### src/rtl/radix_walker.sv
module radix_walker #(
  parameter int PID_W      = 20,
  parameter int MAX_LEVELS = 8,
  parameter int MIN_NLS    = 5
) (
  input  logic             clk,
  input  logic             rst_n,
  input  logic             req_valid,
  output logic             req_ready,
  input  logic [63:0]      req_ea,
  input  logic [PID_W-1:0] req_pid,
  input  logic [1:0]       req_kind,
  input  logic             req_user,
  input  logic [63:0]      tbl_base,
  input  logic [4:0]       tbl_size,
  output logic             mem_req_valid,
  input  logic             mem_req_ready,
  output logic             mem_req_we,
  output logic [63:0]      mem_req_addr,
  output logic [63:0]      mem_req_wdata,
  input  logic             mem_rsp_valid,
  input  logic [63:0]      mem_rsp_data,
  output logic             done,
  output logic             xlate_ok,
  output logic [63:0]      pa,
  output logic [5:0]       page_shift,
  output logic [2:0]       perm,
  output logic [3:0]       cause
);
  localparam int LVL_W = (MAX_LEVELS > 1) ? $clog2(MAX_LEVELS) : 1;
  localparam logic [3:0] C_NOENT = 4'b0001, C_BADCFG = 4'b0010,
                         C_PROT  = 4'b0100, C_GUARD  = 4'b1000;

  typedef enum logic [2:0] {S_IDLE, S_IDX, S_REQ, S_RSP, S_DONE} st_t;
  typedef enum logic [1:0] {PH_PT, PH_DIR, PH_WB} ph_t;

  st_t              st;
  ph_t              ph;
  logic [63:0]      ea, base, maddr, wdata;
  logic [1:0]       kind;
  logic             user;
  logic [5:0]       rem;
  logic [4:0]       nls;
  logic [LVL_W-1:0] lvl;

  logic [PID_W+3:0] pt_off;
  logic             pt_over;
  assign pt_off  = {req_pid, 4'b0000};
  assign pt_over = (pt_off >> ({1'b0, tbl_size} + 6'd12)) != '0;

  logic        bad_lvl;
  logic [63:0] idx;
  assign bad_lvl = (nls < 5'(MIN_NLS)) || ({1'b0, nls} > rem);
  assign idx     = (ea >> (rem - {1'b0, nls})) & ((64'd1 << nls) - 64'd1);

  logic [63:0] d, pmask, rpn, upd;
  logic [2:0]  need, grant;
  logic        guard, denied;
  assign d      = mem_rsp_data;
  assign pmask  = (64'd1 << rem) - 64'd1;
  assign rpn    = {8'b0, d[55:12], 12'b0};
  assign need   = (kind == 2'd1) ? 3'b010 : (kind == 2'd2) ? 3'b001 : 3'b100;
  assign grant  = (d[3] && user) ? 3'b000 : d[2:0];
  assign guard  = (d[5:4] == 2'b11) && (kind == 2'd2);
  assign denied = (need & ~grant) != 3'b000;
  assign upd    = d | 64'h100 | ((kind == 2'd1) ? 64'h80 : 64'h0);

  assign req_ready     = (st == S_IDLE);
  assign mem_req_valid = (st == S_REQ);
  assign mem_req_we    = (ph == PH_WB);
  assign mem_req_addr  = maddr;
  assign mem_req_wdata = wdata;
  assign done          = (st == S_DONE);
  assign xlate_ok      = done && (cause == 4'b0000);

  always_ff @(posedge clk or negedge rst_n) begin
    if (!rst_n) begin
      st <= S_IDLE; ph <= PH_PT;
      ea <= '0; base <= '0; maddr <= '0; wdata <= '0;
      kind <= '0; user <= 1'b0; rem <= '0; nls <= '0; lvl <= '0;
      pa <= '0; page_shift <= '0; perm <= '0; cause <= '0;
    end else begin
      unique case (st)
        S_IDLE: if (req_valid) begin
          ea <= req_ea; kind <= req_kind; user <= req_user;
          cause <= '0; perm <= '0; pa <= '0; page_shift <= '0;
          ph <= PH_PT;
          if (pt_over) begin
            cause <= C_NOENT; st <= S_DONE;
          end else begin
            maddr <= tbl_base + 64'(pt_off); st <= S_REQ;
          end
        end
        S_IDX: begin
          if (bad_lvl) begin
            cause <= C_BADCFG; st <= S_DONE;
          end else begin
            maddr <= base + (idx << 3);
            rem   <= rem - {1'b0, nls};
            ph    <= PH_DIR; st <= S_REQ;
          end
        end
        S_REQ: if (mem_req_ready) st <= S_RSP;
        S_RSP: if (mem_rsp_valid) begin
          unique case (ph)
            PH_PT: begin
              rem <= d[61:56]; base <= {8'b0, d[55:8], 8'b0}; nls <= d[4:0];
              lvl <= '0; st <= S_IDX;
            end
            PH_DIR: begin
              if (!d[63]) begin
                cause <= C_NOENT; st <= S_DONE;
              end else if (d[62]) begin
                if (guard) begin
                  cause <= C_GUARD; st <= S_DONE;
                end else if (denied) begin
                  cause <= C_PROT; st <= S_DONE;
                end else begin
                  pa         <= (rpn & ~pmask) | (ea & pmask);
                  page_shift <= rem;
                  perm       <= (kind == 2'd1) ? grant : (grant & 3'b101);
                  if (upd != d) begin
                    wdata <= upd; ph <= PH_WB; st <= S_REQ;
                  end else st <= S_DONE;
                end
              end else if (lvl == LVL_W'(MAX_LEVELS - 1)) begin
                cause <= C_BADCFG; st <= S_DONE;
              end else begin
                base <= {8'b0, d[55:8], 8'b0}; nls <= d[4:0];
                lvl  <= lvl + 1'b1; st <= S_IDX;
              end
            end
            default: st <= S_DONE;
          endcase
        end
        default: st <= S_IDLE;
      endcase
    end
  end
endmodule

### config.mk
export PLATFORM = sky130hd
export DESIGN_NAME = radix_walker
export DESIGN_NICKNAME = d
export VERILOG_FILES = /design/src/rtl/radix_walker.sv
export SDC_FILE = /design/constraint.sdc
export NUM_CORES = 1
export LEC_CHECK = 0
export BUFFER_PORTS_ARGS = -buffer_cell sky130_fd_sc_hd__clkbuf_2
export CORE_MARGIN = 2
export CORE_UTILIZATION = 57
export CTS_CLUSTER_SIZE = 12
export DETAILED_ROUTE_END_ITERATION = 7
export MAX_ROUTING_LAYER = met4
export PLACE_DENSITY = 0.81
export SKIP_LAST_GASP = 1
export SYNTH_ARGS = -nofsm -noshare
export SYNTH_HDL_FRONTEND = slang
export SYNTH_SLANG_ARGS = --single-unit
### constraint.sdc
create_clock -name clk -period 6.25 [get_ports clk]
set_clock_uncertainty 0.1 [all_clocks]
set_input_delay 0.3125 -clock clk [delete_from_list [all_inputs] [get_ports clk]]
set_output_delay 0.3125 -clock clk [all_outputs]
set_load 0.02 [all_outputs]
==> results.env <==
SYN2LAYOUT_AREA_GROWTH_PCT=24.61
POSTSYNTHREGISTERBITS=339
ROOT_BUFFER='sky130_fd_sc_hd__clkbuf_16'
YOSYS_WARNINGS=0
SLEW_OF_THE_PIN_WITH_THE_LOWEST_SLEW_MARGIN_PS=1157
MAXSLEWVIOLCOUNT=0
REG2REGPATHDEPTH=24
HOLDWS_PS=11.75
MAXCAPVIOLCOUNT=0
CLKTRANSATPATHREGS_PS=60
SYN-CELL-AREA_UM2=23770
FINAL.MIN_CLOCK_PERIOD_PS=6011
LAYOUT.NETS=3648
ROUTABILITYCONGESTION=1.065
PLACEABLECOREAREA_UM2=41020
VIOLATIONS='DRC'
REPORT.FINAL.HOLD_VIOL_COUNT=0
TRITONCTS='built'
CP.REQUIRED_PS=6560
ROWS=74
DETAILEDROUTE.FIRSTPASSITERATIONCOUNT=8
INITIAL_ANTENNA_VIOLATION_COUNT=4
WORST-ENDPOINT-ARRIVAL_PS=6320
SEQ_AREA_FRAC_SYNTH_PCT=35.68
STATUS='finished, violations left'
DIE_AREA_UM2=43360
VIASPERCELL=6.559
EFFECTIVE_UTILIZATION_AT_FLOORPLAN_PCT=57.96
CTS-HTREE-LEVELS=2
GRT.OVERFLOW.TOTAL=0
HOLDCRITPATHCLASS='in2reg'
UNREPAIRED_SETUP_ENDPOINTS_AFTER_GLOBAL_ROUTING='true'
DIE_WIDTH_UM=208.2
NUMBER_OF_TOP_LEVEL_DESIGN_PORTS=435
IO_BUFFERS=434
MAX-CLOCK-PATH-BUFFERS=3
DIE_HEIGHT_UM=208.2
SYNTHDISTINCTLIBCELLS=80
FINAL-SETUP-VIOL-COUNT=0
WORST_SETUP_PATH_END_KIND='register'
DETAILROUTE.VIA_COUNT=25610
WS_PATH_TYPE='reg2reg'
DRIVE_ABOVE_1_SHARE_PCT=24.23
CLOCK_LATENCY_PS=600
DPL.HPWL_UM=69960
HOLD-PATH-CELL-COUNT=4
SYNTH_AREA_PER_CELL_UM2=8.484
CP_MAX_FO=13
WORSTSETUPSTARTPOINTTYPE='register'
SYN_INST=2802
GRT_START_MAX_NET_PINS=153
RESIDUAL_DRC_COUNT=1
GRT_FIRST_PASS_WIRELENGTH_UM=149300
SYNTH_TOP_FLOP_CELL='sky130_fd_sc_hd__dfrtp_1'
TRACK_USAGE_PCT=45.90
POSTROUTEANTENNANETS=0
CTS_INSERTED_BUFFERS=38
POST-ROUTE-CELL-AREA_UM2=29620
DETAILED_PLACE.AREA_UM2=26920
WL_PER_CELL_UM=25.23
MAXSLEWHEADROOM_PCT=21.87
POSTSYNTH.ASYNCRESETSHARE_PCT=100.0
TOTALWIRELENGTH_UM=98540
MAX_CLOCK_FREQ_MHz=166.4
CLOCK_SINKS=339
SYNTH-EDFF-COUNT=0
NUMBER_OF_GLOBAL_ROUTE_VIAS_BEFORE_REPAIR=24910
DR.FIRST_ITER.DRC_COUNT=3634
FINAL.PERIOD_UTILIZATION_PCT=96.18
==> registers in the layout (all words and copies together), names as in the netlist, 3 cells and up <==
| name | count |
|---|---|
| lvl | 3 |
| cause | 4 |
| rem | 6 |
| base | 48 |
| mem_req_wdata | 64 |
| pa | 64 |
| ea | 64 |
| perm | 3 |
| mem_req_addr | 64 |
| page_shift | 6 |
| nls | 5 |
| st | 3 |
==> Yosys cell counts, drive strengths merged (37+ instances only) <==
| cell type | n | area (µm²) |
|---|---|---|
| xor2 | 40 | 350.3 |
| mux2 | 125 | 1408 |
| o31ai | 43 | 322.8 |
| a211oi | 38 | 285.3 |
| ha | 79 | 988.5 |
| nand3 | 79 | 395.4 |
| xnor2 | 71 | 621.9 |
| o21ai | 200 | 1001 |
| mux2i | 115 | 1151 |
| dfrtp | 339 | 8483 |
| inv | 44 | 165.2 |
| nor3 | 47 | 235.2 |
| a21oi | 198 | 991.0 |
| nand2 | 553 | 2076 |
| buf | 37 | 165.2 |
| clkbuf | 156 | 585.6 |
| nor2 | 213 | 799.5 |
==> worst paths after layout <==
path / slack, ps / endpoint / startpoint
worst max-delay path: 240 / mem_req_addr[54] / rem[0]
worst min-delay path: 10 / mem_req_addr[33] / tbl_base[33]
worst max register to register: 240 / mem_req_addr[54] / rem[0]
worst min register to register: 380 / mem_req_addr[2] / mem_req_addr[2]
max in group asynchronous: 4160 / mem_req_addr[26] / rst_n
min in group asynchronous: 300 / pa[27] / rst_n
==> critical path, cell delays in order (launching register included) <==
cell,delay [ps]
sky130_fd_sc_hd__dfrtp_1,380
sky130_fd_sc_hd__clkinv_1,60
sky130_fd_sc_hd__ha_2,170
sky130_fd_sc_hd__inv_1,60
sky130_fd_sc_hd__fa_2,590
sky130_fd_sc_hd__buf_12,140
sky130_fd_sc_hd__buf_4,180
sky130_fd_sc_hd__buf_4,200
sky130_fd_sc_hd__mux2i_1,100
sky130_fd_sc_hd__a21oi_1,240
sky130_fd_sc_hd__nand2_1,90
sky130_fd_sc_hd__a311oi_1,410
sky130_fd_sc_hd__nor3_1,130
sky130_fd_sc_hd__a221oi_1,280
sky130_fd_sc_hd__ha_1,270
sky130_fd_sc_hd__fa_1,220
sky130_fd_sc_hd__a211oi_1,80
sky130_fd_sc_hd__o21a_1,230
sky130_fd_sc_hd__or4_4,570
sky130_fd_sc_hd__a2111oi_4,450
sky130_fd_sc_hd__nor4b_4,120
sky130_fd_sc_hd__a31oi_2,200
sky130_fd_sc_hd__a21bo_2,200
sky130_fd_sc_hd__mux2i_1,210
sky130_fd_sc_hd__o221ai_1,150
==> placed cells by master, fill, tap and decap left out, types with 9 or more instances in the layout <==
cell type                       netlist  layout
sky130_fd_sc_hd__or2_2               12      12
sky130_fd_sc_hd__xnor2_1             71      68
sky130_fd_sc_hd__mux2_2             125     125
sky130_fd_sc_hd__nand3_1             79      79
sky130_fd_sc_hd__mux4_2              36      36
sky130_fd_sc_hd__nor2b_1             27      27
sky130_fd_sc_hd__o21a_1              17      17
sky130_fd_sc_hd__nor2_1             213     208
sky130_fd_sc_hd__o21bai_1            11      11
sky130_fd_sc_hd__nor3_1              47      46
sky130_fd_sc_hd__nand2b_1            19      18
sky130_fd_sc_hd__nand4_1             26      26
sky130_fd_sc_hd__mux2i_1            115     115
sky130_fd_sc_hd__dfrtp_1            339     339
sky130_fd_sc_hd__a21oi_1            198     198
sky130_fd_sc_hd__buf_4                0     107
sky130_fd_sc_hd__clkbuf_16            0      38
sky130_fd_sc_hd__dlygate4sd3_1        0     133
sky130_fd_sc_hd__clkbuf_1           156       9
sky130_fd_sc_hd__and3_1              11      10
sky130_fd_sc_hd__a21o_1              34      34
sky130_fd_sc_hd__xor2_1              40      37
sky130_fd_sc_hd__o31ai_1             43      43
sky130_fd_sc_hd__nand2_1            553     551
sky130_fd_sc_hd__o21ai_0            194     192
sky130_fd_sc_hd__inv_1               44      44
sky130_fd_sc_hd__diode_2              0       9
sky130_fd_sc_hd__ha_1                79      78
sky130_fd_sc_hd__clkbuf_2             0     433
sky130_fd_sc_hd__a221oi_1            17      15
sky130_fd_sc_hd__and2_1              16      15
sky130_fd_sc_hd__o22ai_1             16      16
sky130_fd_sc_hd__o211ai_1            11      11
sky130_fd_sc_hd__a211oi_1            38      37
sky130_fd_sc_hd__conb_1               1      11
sky130_fd_sc_hd__a31oi_1             25      24
sky130_fd_sc_hd__or3_1               11      10
==> cells by family (layout without fill, tap and decap cells) <==
family / Yosys count / in the layout / share of synthesized area [%]
compound gates: 701 / 701 / 18.54
xor+xnor: 111 / 111 / 4.090
fa+ha+maj: 82 / 82 / 4.411
buf+inv: 241 / 793 / 3.916
flops: 339 / 339 / 35.68
mux: 276 / 276 / 14.17
other cells: 1 / 20 / 0.01577
simple gates: 1051 / 1051 / 19.17
==> repair_timing <==
action | 4_1_cts | 5_1_grt
cloned | 0 | 0
pin swaps | 0 | 4
setup buffers | 0 | 5
endpoints found under the hold margin | 299 | 0
hold buffers | 133 | 0
setup endpoints to repair | 1 | 22
resized for setup | 1 | 12
==> per-layer routing <==
layer | track usage (%) | share of wire (%) | up-vias
li1 | - | - | 11080
met1 | 58.37 | 38 | 12220
met2 | 69.93 | 45 | 1898
met3 | 8.800 | 11 | 415
met4 | 23.96 | 6.3 | 0
met5 | - | 0 | -
==> metrics by stage <==
stage | std cells | setup WS [ps] | TNS, ps | util (%)
after CTS | 3891 | 32.49 | 0 | 71.92
after detailed placement | 3695 | -48.97 | -48.97 | 65.63
after global routing | 3899 | -33.73 | -61.26 | 72.18
after global placement | 3695 | 12.79 | 0 | 65.63
after floorplan | 2812 | 465.2 | 0 | -
final | 3905 | 238.6 | 0 | 72.22
==> final cells by class <==
class                   instances  area (µm²)
clock inverters                12       202.7
diodes                          9       22.52
fillers                      2874       11390
inverters                      48       180.2
repair buffers                682        4477
flip-flops and latches        339        8483
multi-input cells            2232       14550
clock buffers                  51        1040
well taps                     532       665.6
Power is not shown: default switching activity piles up to over one toggle a cycle in this logic, so the estimate is an artifact.
